--- src/rtl/vap_pkg.sv ---
package vap_pkg;
  localparam int MASK_W   = 32;
  localparam int CHUNKS   = 8;
  localparam int CHUNK_W  = $clog2(CHUNKS);
  localparam int NUM_JOBS = 10;
  localparam int JOB_W    = $clog2(NUM_JOBS + 1);

  typedef enum logic [1:0] {ST_IDLE, ST_RUN, ST_DONE} vap_state_e;

  // Lane burst code selected by {~victim, aggressor}
  function automatic logic [CHUNKS-1:0] burst_code(input logic [1:0] idx);
    case (idx)
      2'd0:    burst_code = 8'hAA;
      2'd1:    burst_code = 8'hC0;
      2'd2:    burst_code = 8'hCC;
      default: burst_code = 8'hF0;
    endcase
  endfunction

  function automatic logic [MASK_W-1:0] rol1(input logic [MASK_W-1:0] m);
    rol1 = {m[MASK_W-2:0], m[MASK_W-1]};
  endfunction
endpackage

--- src/rtl/vap_word_builder.sv ---
module vap_word_builder
  import vap_pkg::*;
(
  input  logic [MASK_W-1:0]  agg,
  input  logic [MASK_W-1:0]  vic,
  input  logic [CHUNK_W-1:0] chunk,
  output logic [MASK_W-1:0]  word
);
  for (genvar b = 0; b < MASK_W; b++) begin : g_lane
    logic [CHUNKS-1:0] code;
    assign code    = burst_code({~vic[b], agg[b]});
    assign word[b] = code[chunk];
  end
endmodule

--- src/rtl/vap_job_rom.sv ---
module vap_job_rom
  import vap_pkg::*;
#(
  parameter int ROT_W  = 8,
  parameter int LINE_W = 12
) (
  input  logic [JOB_W-1:0]  job,
  output logic [MASK_W-1:0] agg,
  output logic [MASK_W-1:0] vic,
  output logic [ROT_W-1:0]  rot,
  output logic [LINE_W-1:0] offset
);
  localparam int FIRST_ROTS = 8;
  localparam int LATER_ROTS = 6;

  function automatic logic [MASK_W-1:0] phase2_agg(input logic [JOB_W-1:0] k);
    case (k)
      4'd0:    phase2_agg = 32'h86186186;
      4'd1:    phase2_agg = 32'h18618618;
      4'd2:    phase2_agg = 32'h30c30c30;
      4'd3:    phase2_agg = 32'ha28a28a2;
      4'd4:    phase2_agg = 32'h8a28a28a;
      4'd5:    phase2_agg = 32'h14514514;
      4'd6:    phase2_agg = 32'h28a28a28;
      4'd7:    phase2_agg = 32'h92492492;
      default: phase2_agg = 32'h24924924;
    endcase
  endfunction

  always_comb begin
    if (job == '0) begin
      agg    = '0;
      vic    = 32'h01010101;
      rot    = ROT_W'(FIRST_ROTS);
      offset = '0;
    end else begin
      agg    = phase2_agg(job - JOB_W'(1));
      vic    = 32'h41041041;
      rot    = ROT_W'(LATER_ROTS);
      offset = LINE_W'(FIRST_ROTS + LATER_ROTS * (int'(job) - 1));
    end
  end
endmodule

--- src/rtl/vap_ctrl.sv ---
module vap_ctrl
  import vap_pkg::*;
#(
  parameter int ROT_W  = 8,
  parameter int LINE_W = 12
) (
  input  logic               clk,
  input  logic               rst_n,
  input  logic               start,
  input  logic               fill_default,
  input  logic [MASK_W-1:0]  agg_mask,
  input  logic [MASK_W-1:0]  vic_mask,
  input  logic [ROT_W-1:0]   rot_count,
  input  logic [LINE_W-1:0]  start_line,
  input  logic               wr_ready,
  output logic [JOB_W-1:0]   rom_job,
  input  logic [MASK_W-1:0]  rom_agg,
  input  logic [MASK_W-1:0]  rom_vic,
  input  logic [ROT_W-1:0]   rom_rot,
  input  logic [LINE_W-1:0]  rom_off,
  output logic               busy,
  output logic               done,
  output logic               wr_valid,
  output logic [LINE_W-1:0]  cur_line,
  output logic [CHUNK_W-1:0] cur_chunk,
  output logic [MASK_W-1:0]  cur_agg,
  output logic [MASK_W-1:0]  cur_vic
);
  localparam logic [CHUNK_W-1:0] CHUNK_LAST = CHUNK_W'(CHUNKS - 1);
  localparam logic [JOB_W-1:0]   JOB_LAST   = JOB_W'(NUM_JOBS - 1);

  vap_state_e         state_q;
  logic               fill_q;
  logic [JOB_W-1:0]   job_q;
  logic [ROT_W-1:0]   rot_q, rot_idx_q;
  logic [LINE_W-1:0]  line_q, base_q;
  logic [CHUNK_W-1:0] chunk_q;
  logic [MASK_W-1:0]  agg_q, vic_q;

  assign rom_job = (state_q == ST_IDLE) ? '0 : job_q + JOB_W'(1);

  always_ff @(posedge clk or negedge rst_n) begin
    if (!rst_n) begin
      state_q   <= ST_IDLE;
      fill_q    <= 1'b0;
      job_q     <= '0;
      rot_q     <= '0;
      rot_idx_q <= '0;
      line_q    <= '0;
      base_q    <= '0;
      chunk_q   <= '0;
      agg_q     <= '0;
      vic_q     <= '0;
    end else begin
      case (state_q)
        ST_IDLE: if (start) begin
          fill_q    <= fill_default;
          job_q     <= '0;
          chunk_q   <= '0;
          rot_idx_q <= '0;
          base_q    <= start_line;
          if (fill_default) begin
            agg_q   <= rom_agg;
            vic_q   <= rom_vic;
            rot_q   <= rom_rot;
            line_q  <= start_line + rom_off;
            state_q <= ST_RUN;
          end else begin
            agg_q   <= agg_mask;
            vic_q   <= vic_mask;
            rot_q   <= rot_count;
            line_q  <= start_line;
            state_q <= (rot_count == '0) ? ST_DONE : ST_RUN;
          end
        end
        ST_RUN: if (wr_ready) begin
          if (chunk_q != CHUNK_LAST) begin
            chunk_q <= chunk_q + CHUNK_W'(1);
          end else begin
            chunk_q <= '0;
            line_q  <= line_q + LINE_W'(1);
            if (rot_idx_q == rot_q - ROT_W'(1)) begin
              if (fill_q && job_q != JOB_LAST) begin
                job_q     <= job_q + JOB_W'(1);
                agg_q     <= rom_agg;
                vic_q     <= rom_vic;
                rot_q     <= rom_rot;
                rot_idx_q <= '0;
                line_q    <= base_q + rom_off;
              end else begin
                state_q <= ST_DONE;
              end
            end else begin
              rot_idx_q <= rot_idx_q + ROT_W'(1);
              agg_q     <= rol1(agg_q);
              vic_q     <= rol1(vic_q);
            end
          end
        end
        default: state_q <= ST_IDLE;
      endcase
    end
  end

  assign busy      = (state_q != ST_IDLE);
  assign done      = (state_q == ST_DONE);
  assign wr_valid  = (state_q == ST_RUN);
  assign cur_line  = line_q;
  assign cur_chunk = chunk_q;
  assign cur_agg   = agg_q;
  assign cur_vic   = vic_q;
endmodule

--- src/rtl/va_pattern_expander.sv ---
module va_pattern_expander
  import vap_pkg::*;
#(
  parameter int ROT_W  = 8,
  parameter int LINE_W = 12
) (
  input  logic                clk,
  input  logic                rst_n,
  input  logic                start,
  input  logic                fill_default,
  input  logic [MASK_W-1:0]   agg_mask,
  input  logic [MASK_W-1:0]   vic_mask,
  input  logic [ROT_W-1:0]    rot_count,
  input  logic [LINE_W-1:0]   start_line,
  output logic                busy,
  output logic                done,
  output logic                wr_valid,
  input  logic                wr_ready,
  output logic [LINE_W-1:0]   wr_line,
  output logic [CHUNK_W-1:0]  wr_chunk,
  output logic [2*MASK_W-1:0] wr_data
);
  logic [JOB_W-1:0]  rom_job;
  logic [MASK_W-1:0] rom_agg, rom_vic, cur_agg, cur_vic, word;
  logic [ROT_W-1:0]  rom_rot;
  logic [LINE_W-1:0] rom_off;

  vap_job_rom #(.ROT_W(ROT_W), .LINE_W(LINE_W)) u_rom (
    .job(rom_job), .agg(rom_agg), .vic(rom_vic), .rot(rom_rot), .offset(rom_off)
  );

  vap_ctrl #(.ROT_W(ROT_W), .LINE_W(LINE_W)) u_ctrl (
    .clk(clk), .rst_n(rst_n), .start(start), .fill_default(fill_default),
    .agg_mask(agg_mask), .vic_mask(vic_mask), .rot_count(rot_count),
    .start_line(start_line), .wr_ready(wr_ready), .rom_job(rom_job),
    .rom_agg(rom_agg), .rom_vic(rom_vic), .rom_rot(rom_rot), .rom_off(rom_off),
    .busy(busy), .done(done), .wr_valid(wr_valid), .cur_line(wr_line),
    .cur_chunk(wr_chunk), .cur_agg(cur_agg), .cur_vic(cur_vic)
  );

  vap_word_builder u_word (
    .agg(cur_agg), .vic(cur_vic), .chunk(wr_chunk), .word(word)
  );

  assign wr_data = {word, word};
endmodule

--- config.mk ---
export PLATFORM = sky130hd
export DESIGN_NAME = va_pattern_expander
export DESIGN_NICKNAME = d
export VERILOG_FILES = /design/src/rtl/vap_pkg.sv /design/src/rtl/vap_word_builder.sv /design/src/rtl/vap_job_rom.sv /design/src/rtl/vap_ctrl.sv /design/src/rtl/va_pattern_expander.sv
export SDC_FILE = /design/constraint.sdc
export NUM_CORES = 1
export LEC_CHECK = 0
export BUFFER_PORTS_ARGS = -buffer_cell sky130_fd_sc_hd__buf_2
export CORE_MARGIN = 10
export CORE_UTILIZATION = 53
export DETAILED_ROUTE_END_ITERATION = 6
export PLACE_DENSITY = 0.79
export SYNTH_ARGS = -nofsm -noshare
export SYNTH_HDL_FRONTEND = slang
export SYNTH_HIERARCHICAL = 1
export SYNTH_SLANG_ARGS = --single-unit
--- constraint.sdc ---
create_clock -name clk -period 7.6 [get_ports clk]
set_input_delay 0.38 -clock clk [delete_from_list [all_inputs] [get_ports clk]]
set_output_delay 0.38 -clock clk [all_outputs]
set_load 0.005 [all_outputs]
==> Word level (Yosys, flattened, before mapping) <==
Memories as Yosys holds them, arrays and structs flattened.
Index checks and enable logic that the tools add are counted.
{ "word_totals": {"register_bits": 114, "latchBits": 0, "ram_bits": 0, "mem_bits_ro": 208, "output_inout_bits": 82, "word_cells": 329, "mem_count": 1} }
{ "mem_list": {"columns": ["name", "words", "word_bits", "rd", "rd_ports_with_merged_regs", "write_ports", "line_no", "text"], "rows": [
  ["(no name shown)", 8, 26, 1, 0, 0, "vap_job_rom.sv:17", "case (k)"]
]} }
{ "classes": {"add_sub_neg": 10, "mul": 1, "n_div": 0, "magnitude_cmp": 1, "eq_ne": 76, "shifts": 0, "mux": 154, "n_bitwise": 32, "reduce_logical": 44} }
{ "ops": {"columns": ["cell", "count"], "rows": [
  ["$pmux W7 S3", 32],
  ["$mux W32", 14],
  ["$pmux W32 S2", 2],
  ["$bmux W1 S3", 32],
  ["$mux W8", 11],
  ["$mux W12", 7],
  ["$eq A2 B1 Y1 const B", 33],
  ["$eq A2 B2 Y1 const B", 33],
  ["$logic_not A2 Y1", 33],
  ["$mul A3 B32 Y11 const A", 1],
  ["$mux W1", 32],
  ["$not A1 Y1", 32],
  ["$pmux W8 S2", 2],
  ["$mux W31", 1],
  ["$mux W4", 7],
  ["$add A12 B12 Y12", 2],
  ["$pmux W12 S2", 1],
  ["$mux W2", 7],
  ["$add A12 B1 Y12 const B", 1],
  ["$add A5 B12 Y12 const A", 1],
  ["$reduce_and A5 Y1", 2],
  ["$mux W3", 3],
  ["$add A8 B1 Y8 const B", 1],
  ["$eq A8 B8 Y1", 1],
  ["other kinds (21)", 27]
]} }

==> Longest topological paths before layout <==
Gate-level depths: netlist (run 1).
{ "depth": {"ltp_word": 12, "depth_mapped": 24, "depth_no_buf": 24} }

==> Hierarchy <==
The synthesis (run 1) kept the hierarchy.
{ "modules_own_cells": {"columns": ["module", "instances", "cells_each", "area_each_um2", "seq_area_each_um2"], "rows": [
  ["vap_ctrl", 1, 843, 7249.5, 2852.7],
  ["vap_word_builder", 1, 414, 2925.3, 0.0],
  ["vap_job_rom", 1, 138, 1028.5, 0.0],
  ["va_pattern_expander", 1, 32, 240.2, 0.0]
]} }

==> Least setup slack after synthesis (run 1) <==
OpenSTA, ideal clock, no wires.
{ "synth_path": {"path_type": "register to register", "start": "reg u_ctrl.job_q[0]", "end": "reg u_ctrl.line_q[9], in the netlist u_ctrl/cur_line[9]", "setup_ps": 66, "t_arrival_ps": 5077, "required_time_ps": 7534, "slack_ps": 2457, "stages_incl_launch_ff": 21, "synth_period_minus_slack_ps": 5143, "cell_sequence": "dfrtp_1 ha_1 nor2_1 inv_1 ha_1 xnor2_2 inv_1 ha_1 ha_1 inv_1 fa_1 xnor2_1 and3_1 xnor3_1 and2_1 ha_1 o41ai_1 a2bb2oi_1 mux2_2 a221oi_1 a22o_1"} }
{ "synth_via": {"elab_chain_len": 12, "word_cells_on_any_way": 18} }
{ "synth_rtl": {"columns": ["element", "line_no", "text"], "rows": [
  ["start: declaration", "vap_ctrl.sv:34", "logic [JOB_W-1:0] job_q;"],
  ["start signal: assignment", "vap_ctrl.sv:84", "job_q <= job_q + JOB_W'(1);"],
  ["$add A4 B1 Y4 (*)", "vap_ctrl.sv:40", "assign rom_job = (state_q == ST_IDLE) ? '0 : job_q + JOB_W'(1);"],
  ["$mux W4 (*)", "vap_ctrl.sv:40", null],
  ["via rom_job[1]", "va_pattern_expander.sv:23", "logic [JOB_W-1:0] rom_job;"],
  ["$sub A4 B1 Y5", "vap_job_rom.sv:40", "offset = LINE_W'(FIRST_ROTS + LATER_ROTS * (int'(job) - 1));"],
  ["$mul A3 B32 Y11", "vap_job_rom.sv:40", null],
  ["$add A5 B12 Y12", "vap_job_rom.sv:40", null],
  ["$mux W12 (*)", "vap_job_rom.sv:31", "if (job == '0) begin"],
  ["via rom_off[6]", "va_pattern_expander.sv:26", "logic [LINE_W-1:0] rom_off;"],
  ["$add A12 B12 Y12", "vap_ctrl.sv:89", "line_q <= base_q + rom_off;"],
  ["$mux W12", "vap_ctrl.sv:83", "if (fill_q && job_q != JOB_LAST) begin"],
  ["$mux W12", "vap_ctrl.sv:82", "if (rot_idx_q == rot_q - ROT_W'(1)) begin"],
  ["$mux W12", "vap_ctrl.sv:77", "if (chunk_q != CHUNK_LAST) begin"],
  ["$mux W12", "vap_ctrl.sv:76", "ST_RUN: if (wr_ready) begin"],
  ["$pmux W12 S2 (*)", "vap_ctrl.sv:55", "case (state_q)"],
  ["end signal: assignment", "vap_ctrl.sv:66", "line_q <= start_line + rom_off;"],
  ["end signal: assignment", "vap_ctrl.sv:81", "line_q <= line_q + LINE_W'(1);"],
  ["end signal: assignment", "vap_ctrl.sv:89", null],
  ["end: declaration", "vap_ctrl.sv:36", "logic [LINE_W-1:0] line_q, base_q;"]
]} }
Mark *: on every way through the listed nets, which the timed path passes. The rest lies on a longest branch. The select of a mux whose other input is x is not followed.
A chain may end at the register's enable or synchronous reset.

==> Final worst setup path (run 1) <==
Same ends and word-level chain as after synthesis.

==> summary.md, run 1 <==
- Highest Clock Rate: 171.5 MHz
- die span in y: 166.9 um
- Crit path top cell by count: ha_1
- Pre-Repair DR Iteration Count: 5
- GRT Util Overall: 22.71%
- max-slew violation count: 0
- CTS Hold Buffers Added: 0
- cell family contributing the most delay on the critical path: adder cells
- IO buf count: 170
- number of instances in the synthesized netlist: 1427
- number of placement rows: 53
- Yosys top cell by area: dfrtp_1
- dominant cell by count in the synthesized netlist: nor2_1
- number of antenna violations at the first check in global routing: 0
- fraction of registers with async set/reset: 100.0%
- crit share post-route: 76.72%
- number of synthesized register bits: 114
- largest fanout on the critical path: 8
- share of the synthesized area in the top cell type: 24.93%
- clock skew after layout: 7.413 ps
- standard cell with the maximum stage delay on the critical path: o41ai_1
- largest cells by area after synthesis: dfrtp_1 (25%), ha_1 (15%), buf_4 (6.8%)
- final layout net count: 1712
- Total Neg Setup Slack: 0 ps
- post-synthesis to final-layout area growth: 7.730%
- average wire length per cell after detail routing: 18.64 um
- clock tree from TritonCTS: built
- number of inserted diodes: 0
- final weighted congestion of routability-driven global placement: 0.9036
- outcome: finished clean
- Leak: 5.827 nW
- CP Capture Type: flip-flop
- clock-pin slew on the worst setup and hold paths: 60 ps
- share of post-route cells with drive strength above 1: 16.30%
- Least-Margin Pin Slew: 1210 ps
- area of the mapped netlist: 11440 um^2
- Post-synth top flop: dfrtp_1
- commonest cells in the netlist: nor2_1 (149), ha_1 (136), nand2_1 (126)
- Min Clock Period, post-route: 5830 ps
- per-instance average area after synthesis: 8.019 um^2
- register area share after synthesis: 24.93%
- DIE WIDTH: 166.9 um
- final routed DRC violation total: 0
- latest clock arrival within the worst-skew pair: 420 ps
- number of sinks driven by the clock tree: 114
- CTS Buf Count: 17
- number of distinct library cells after synthesis: 78
- final-report setup violation count: 0
- headroom to the max-slew limit: 18.73%
- count of flip-flops with a built-in enable after synthesis: 0
- CP Launch Type: flip-flop
- pwr dens: 500.3 nW/um^2
- ratio of routed vias to standard cells: 5.979
- maximum clock path buffer count: 2
- number of primary I/O pins: 171
- post-cts resize count: 0
- Die ar.: 27870 um^2
- cell breakdown of the critical path: ha_1, nor2_1, inv_1, ha_1, xnor2_2, inv_1, ha_1, ha_1, inv_1, fa_1, xnor2_1, and3_1, xnor3_1, and2_1, ha_1, o41ai_1, a2bb2oi_1, mux2_2, a221oi_1, a22o_1
- filler cell count: 1924
- Worst Path Required: 7960 ps
- post-placement setup slack: 1825 ps
- Detailed Place HPWL: 23320 um
- residual antenna-violating net count after detailed routing: 0
- signal arrival time at the worst endpoint: 6190 ps
- H-tree depth: 4
- number of warnings reported in the yosys synthesis log: 6
- WL final: 33030 um
- number of max-capacitance violations reported: 0
- combined buffer and inverter count along the critical path: 3
- RSZ-0062 raised after global routing: false
- largest stage delay on the critical path: 660 ps
- Std-Cell Core Area: 21150 um^2
- kind of critical path: reg2reg
- DRT iter0 DRCs: 1159
- maximum number of pins on one net before global-route repair: 101
- total grt overflow: 0
- largest voltage drop on the vdd net: 0.2909 mV
- fin worst setup slack: 1770 ps
- root buffer cell: clkbuf_16
- Final Hold Viols: 0
- vias after detailed routing: 10600
- via count of the first global-routing pass: 10180
- path type of the worst min-delay path: in2async
- initial core utilization: 54.10%
- wire length of the first global-routing pass: 53330 um
- Setup Fix Bufs, Post-CTS: 0
==> cell type report <==
cell class | instances | area (um^2) | area share, %
clock buffers | 22 | 484.2 | 3.928
well taps | 275 | 344.1 | 2.791
flip-flops and latches | 114 | 2855 | 23.16
inverters | 93 | 349.1 | 2.832
multi-input cells | 1074 | 7207 | 58.46
repair buffers | 184 | 958.4 | 7.774
clock inverters | 10 | 130.1 | 1.056
==> routing by layer <==
layer | part of all wire, % | global-route usage (%)
met5 | 0 | 0
met1 | 43 | 29.26
met3 | 8.2 | 5.460
met4 | 2.0 | 6.911
met2 | 47 | 36.72
==> power by group <==
group          switching [mW]  internal (mW)
Combinational            2.49           1.69
Clock                   0.294          0.547
Sequential              0.293          0.851
==> cell families (layout without fill, tap and decap cells) <==
family / count (synthesis) / in the layout / synth area share, %
muxes: 21 / 21 / 1.979
DFF: 114 / 114 / 24.93
and+or+nand+nor: 420 / 420 / 16.73
other: 2 / 38 / 0.06563
buffers and inverters: 275 / 309 / 13.43
xor gates and xnor gates: 34 / 34 / 2.854
AOI/OAI and AO/OA: 422 / 422 / 24.62
adders and majority gates: 139 / 139 / 15.39
==> through the flow <==
stage | cells | instance area [um^2] | hold slack, ps | utilization, % | total power [mW]
5_1_grt | 1772 | 12330 | 102.2 | 58.28 | 6.718
3_5_place_dp | 1740 | 11710 | 489.6 | 55.37 | 5.260
3_3_place_gp | 1740 | 11710 | 484.0 | 55.37 | 5.092
2_1_floorplan | 1463 | 11580 | 84.41 | - | 4.455
6_report | 1772 | 12330 | 46.40 | 58.28 | 6.168
4_1_cts | 1772 | 12330 | 75.17 | 58.28 | 6.129
==> sequential cells by signal, indices dropped and copies added (netlist names), 3 cells and up <==
signal / cells
u_ctrl/base_q: 12
u_ctrl/cur_agg: 32
u_ctrl/cur_chunk: 3
u_ctrl/cur_line: 12
u_ctrl/cur_vic: 32
u_ctrl/job_q: 4
u_ctrl/rot_idx_q: 8
u_ctrl/rot_q: 8
==> worst paths after layout <==
check	from	end	slack, ps	cells past startpoint
min in group clk	start_line[0]	u_ctrl/base_q[0]$_DFFE_PN0P_	220	2
setup reg to reg	u_ctrl/job_q[0]$_DFFE_PN0P_	u_ctrl/cur_line[9]$_DFFE_PN0P_	1770	20
setup / recovery	u_ctrl/job_q[0]$_DFFE_PN0P_	u_ctrl/cur_line[9]$_DFFE_PN0P_	1770	20
hold reg to reg	u_ctrl/base_q[11]$_DFFE_PN0P_	u_ctrl/base_q[11]$_DFFE_PN0P_	500	1
hold / removal	rst_n	u_ctrl/rot_q[0]$_DFFE_PN0P_	50	1
max in group asynchronous	rst_n	u_ctrl/cur_chunk[1]$_DFFE_PN0P_	6230	2
==> layout by cell type, fill, tap and decap left out, types with 5 or more instances in the layout <==
master	count
a21oi_1	99
conb_1	38
nor3_1	18
o31ai_1	68
a32o_1	5
xor2_1	12
a221oi_1	5
clkinv_2	5
nor2b_1	71
o21ai_1	10
nand3_1	21
o21ai_0	48
buf_2	169
o22ai_1	68
and3_1	5
nor4_1	5
nor2_1	149
nand2_1	124
o21a_1	7
dfrtp_1	112
buf_4	15
xnor2_1	19
a31oi_1	16
inv_1	90
mux2i_1	8
ha_1	136
o211ai_1	7
mux2_2	13
a21o_1	8
o221ai_1	31
clkbuf_16	17
nand2b_1	6
Note: power is estimated with default switching activity, not from simulation.
==> inputs of run 2 (changes only) <==
--- a/config.mk
+++ b/config.mk
@@ -5,11 +5,12 @@
 export SDC_FILE = /design/constraint.sdc
 export NUM_CORES = 1
 export LEC_CHECK = 0
+export ABC_AREA = 1
 export BUFFER_PORTS_ARGS = -buffer_cell sky130_fd_sc_hd__buf_2
 export CORE_MARGIN = 10
 export CORE_UTILIZATION = 53
 export DETAILED_ROUTE_END_ITERATION = 6
-export PLACE_DENSITY = 0.79
+export PLACE_DENSITY = 0.78
 export SYNTH_ARGS = -nofsm -noshare
 export SYNTH_HDL_FRONTEND = slang
 export SYNTH_HIERARCHICAL = 1
==> constraint.sdc (replaced) <==
create_clock -name clk -period 6.1 [get_ports clk]
set_input_delay 0.305 -clock clk [delete_from_list [all_inputs] [get_ports clk]]
set_output_delay 0.305 -clock clk [all_outputs]
set_load 0.005 [all_outputs]
==> run 2 against run 1 <==
Maximum frequency rose by 21%; critical path depth grew 4; setup slack lost 470 ps; worst hold slack better by 120 ps; sequential share of layout area decreased by 2.9 points; sequential power up 14%; critical path type unchanged; critical endpoint is now u_ctrl/cur_line[6]$_DFFE_PN0P_; highest routed layer unchanged.
==> summary.md, run 2 <==
- total grt overflow: 0, unchanged
- fin worst setup slack: 1300 ps, -469.4 ps
- post-cts resize count: 0, unchanged
- final weighted congestion of routability-driven global placement: 0.9140, +1.2%
- number of inserted diodes: 0, unchanged
- Detailed Place HPWL: 26590 um, +14%
- Crit path top cell by count: ha_1
- cell breakdown of the critical path: ha_1, nor2_1, inv_1, ha_1, nand2_2, nand2_4, ha_1, ha_1, inv_1, fa_1, inv_1, ha_1, inv_1, nor2_2, nor3_1, ha_1, a21oi_1, nand2_1, a21oi_1, xnor2_1, inv_1, nand2_1, o21ai_0, a21oi_1
- area of the mapped netlist: 13300 um^2, +16%
- commonest cells in the netlist: nand2_1 (710), nand3_1 (238), inv_1 (229)
- worst setup path start: u_ctrl/job_q[0]$_DFFE_PN0P_
- CP Capture Type: flip-flop
- CP Launch Type: flip-flop
- average wire length per cell after detail routing: 16.35 um, -12%
- Final Hold Viols: 0, unchanged
- CTS Buf Count: 17, unchanged
- Placed Instance Area: 13450 um^2, +15%
- Crit Reg-Reg Startpoint: u_ctrl/job_q[0]$_DFFE_PN0P_
- DIE WIDTH: 178.4 um, +6.9%
- post-placement setup slack: 1441 ps, -383.1 ps
- Std-Cell Core Area: 24530 um^2, +16%
- fraction of registers with async set/reset: 100.0%, unchanged
- clock tree from TritonCTS: built
- root buffer cell: clkbuf_16
- WL final: 39620 um, +20%
- number of synthesized register bits: 114, unchanged
- Post-synth top flop: dfrtp_1
- path type of the worst min-delay path: in2reg
- most common cell after layout, fill and taps aside: nand2_1
- initial core utilization: 54.21%, +0.12 points
- latest clock arrival within the worst-skew pair: 420 ps, about the same
- max-slew violation count: 0, unchanged
- outcome: finished clean
- instance count along the most critical hold path: 2
- final layout net count: 2314, +35%
- standard cell with the maximum stage delay on the critical path: fa_1
- number of distinct library cells after synthesis: 51, -35%
- adder-cell share of the synthesized area: 13.25%, -2.1 points
- worst hold margin: 165.9 ps, +119.5 ps
- IO buf count: 170, unchanged
- worst setup path end: u_ctrl/cur_line[6]$_DFFE_PN0P_
- Compound-Gate Fraction of Synth Area: 7.846%, -17 points
- leading cell types in the layout, fill and taps excluded: nand2_1 (709), nand3_1 (238), inv_1 (228)
- number of instances in the synthesized netlist: 2039, +43%
- headroom to the max-slew limit: 21.73%, +3.0 points
- largest family of logic cells by synthesized area: simple AND/OR/NAND/NOR gates
- signal arrival time at the worst endpoint: 5140 ps, -1050 ps
- number of placement rows: 57, +7.5%
- die span in y: 178.4 um, +6.9%
- Final Util: 57.47%, -0.81 points
- share of the synthesized area in the top cell type: 21.45%, -3.5 points
- reg-to-reg setup timing slack: 1300 ps, -470 ps
- number of max-capacitance violations reported: 0, unchanged
- largest stage delay on the critical path: 480 ps, -180 ps
- share of cell area taken by muxes after synthesis: 1.025%, -0.95 points
- total stage count of the critical path: 24, +20%
- Min Clock Period, post-route: 4800 ps, -1031 ps
- final-report setup violation count: 0, unchanged
- post-synthesis to final-layout area growth: 6.002%
- number of sinks driven by the clock tree: 114, unchanged
- kind of critical path: reg2reg
- DRT iter0 DRCs: 1301, +12%
- H-tree depth: 4, unchanged
- share of post-route cells with drive strength above 1: 15.82%, -0.48 points
- Worst Path Required: 6440 ps, -1520 ps
- Leak: 7.710 nW, +32%
- Setup Fix Bufs, Post-CTS: 0, unchanged
- Least-Margin Pin Slew: 1171 ps, -38.39 ps
- RSZ-0062 raised after global routing: false
- maximum clock path buffer count: 2, unchanged
- combined buffer and inverter count along the critical path: 5, +2
- number of primary I/O pins: 171, unchanged
- number of non-filler instances in the completed layout: 2423, +37%
- via count of the first global-routing pass: 12510, +23%
- Non-Filler Cell Area, Final: 14100 um^2, +14%
- clock-pin slew on the worst setup and hold paths: 60 ps, about the same
- Synth Area in Simple Gates: 37.14%, +20 points
- maximum number of pins on one net before global-route repair: 82, -19%
- final routed DRC violation total: 0, unchanged
- worst flop-to-flop path endpoint: u_ctrl/cur_line[6]$_DFFE_PN0P_
- vias after detailed routing: 13100, +24%
- residual antenna-violating net count after detailed routing: 0, unchanged
- number of antenna violations at the first check in global routing: 0, unchanged
- largest cells by area after synthesis: dfrtp_1 (21%), nand2_1 (20%), ha_1 (13%)
- Die ar.: 31830 um^2, +14%
- Yosys top cell by area: dfrtp_1
- Overall Power: 5.658 mW, -8.3%
- Highest Clock Rate: 208.3 MHz, +21%
- count of flip-flops with a built-in enable after synthesis: 0, unchanged
- synthesized-area fraction occupied by xor and xnor cells: 1.966%, -0.89 points
- Total Neg Setup Slack: 0 ps, unchanged
- GRT Util Overall: 24.27%, +1.6 points
- largest voltage drop on the vdd net: 0.2406 mV, -17%
- total placed cells including tap cells: 2390, +37%
- register area share after synthesis: 21.45%, -3.5 points
- cell family contributing the most delay on the critical path: adder cells
- number of warnings reported in the yosys synthesis log: 6, unchanged
- clock skew after layout: 10.78 ps, +3.363 ps
- pwr dens: 401.3 nW/um^2, -20%
- Pre-Repair DR Iteration Count: 6, +1
- largest fanout on the critical path: 8, unchanged
- crit share post-route: 78.69%, +2.0 points
- worst r2r path cells: 24, +20%
- wire length of the first global-routing pass: 62430 um, +17%
- per-instance average area after synthesis: 6.523 um^2, -19%
- dominant cell by count in the synthesized netlist: nand2_1
- ratio of routed vias to standard cells: 5.407, -9.6%
[run 2: cell types whose count changed in the layout (fill, tap and decap cells not counted), moves of 49 or more]
| cell | change |
|---|---|
| inv_1 | +138 |
| o22ai_1 | -67 |
| nor2b_1 | -71 |
| nand2_1 | +585 |
| nand3_1 | +217 |
| a21oi_1 | -63 |
| nor2_1 | -65 |
| or2_2 | +49 |
| o31ai_1 | -68 |
[run 2: per-layer routing]
metal,track usage (%),vias up,wire [um]
met1,29.60,6062,16360
li1,-,6400,-
met3,4.588,72,3476
met5,0,-,0
met2,42.15,566,18770
met4,7.751,0,1018
[run 2: how the worst min path moves through the flow]
stage,startpoint,end,slack (ps)
2_1_floorplan,rst_n,u_ctrl/base_q[0]$_DFFE_PN0P_,9
3_3_place_gp,rst_n,u_ctrl/rot_q[0]$_DFFE_PN0P_,400
3_5_place_dp,rst_n,u_ctrl/rot_q[0]$_DFFE_PN0P_,410
4_1_cts,start_line[7],u_ctrl/base_q[7]$_DFFE_PN0P_,160
5_1_grt,start_line[0],u_ctrl/base_q[0]$_DFFE_PN0P_,170
6_report,start_line[0],u_ctrl/base_q[0]$_DFFE_PN0P_,170
[run 2: where the power goes]
group / total (mW) / switching [mW] / leakage [nW] / internal, mW
sequential: 1.30 / 0.300 / 1.52 / 1.00
clock: 1.11 / 0.381 / 0.307 / 0.728
combinational: 3.24 / 1.96 / 5.89 / 1.28
total: 5.66 / 2.64 / 7.71 / 3.02
[run 2: cells by family (layout without fill, tap and decap cells)]
kind of cell / Yosys count / count (layout)
xor gates and xnor gates: 29 / 29
muxes: 13 / 13
adders and majority gates: 139 / 139
and+or+nand+nor: 1142 / 1142
other: 2 / 38
buffers and inverters: 437 / 461
DFF: 114 / 114
AOI/OAI and AO/OA: 163 / 163
[run 2: cell type report]
| class | count | area (um^2) |
|---|---|---|
| Tap cell | 324 | 405.4 |
| Inverter | 243 | 924.6 |
| Timing Repair Buffer | 186 | 975.9 |
| Clock buffer | 24 | 491.7 |
| Multi-Input combinational cell | 1524 | 8298 |
| Fill cell | 2383 | 10440 |
| Clock inverter | 8 | 148.9 |
| Sequential cell | 114 | 2854 |
[run 2: what timing repair did]
| action | 4_1_cts | 5_1_grt |
|---|---|---|
| hold buffers | 1 | 0 |
| hold endpoints to repair | 46 | 0 |
| setup endpoints to repair | 0 | 0 |
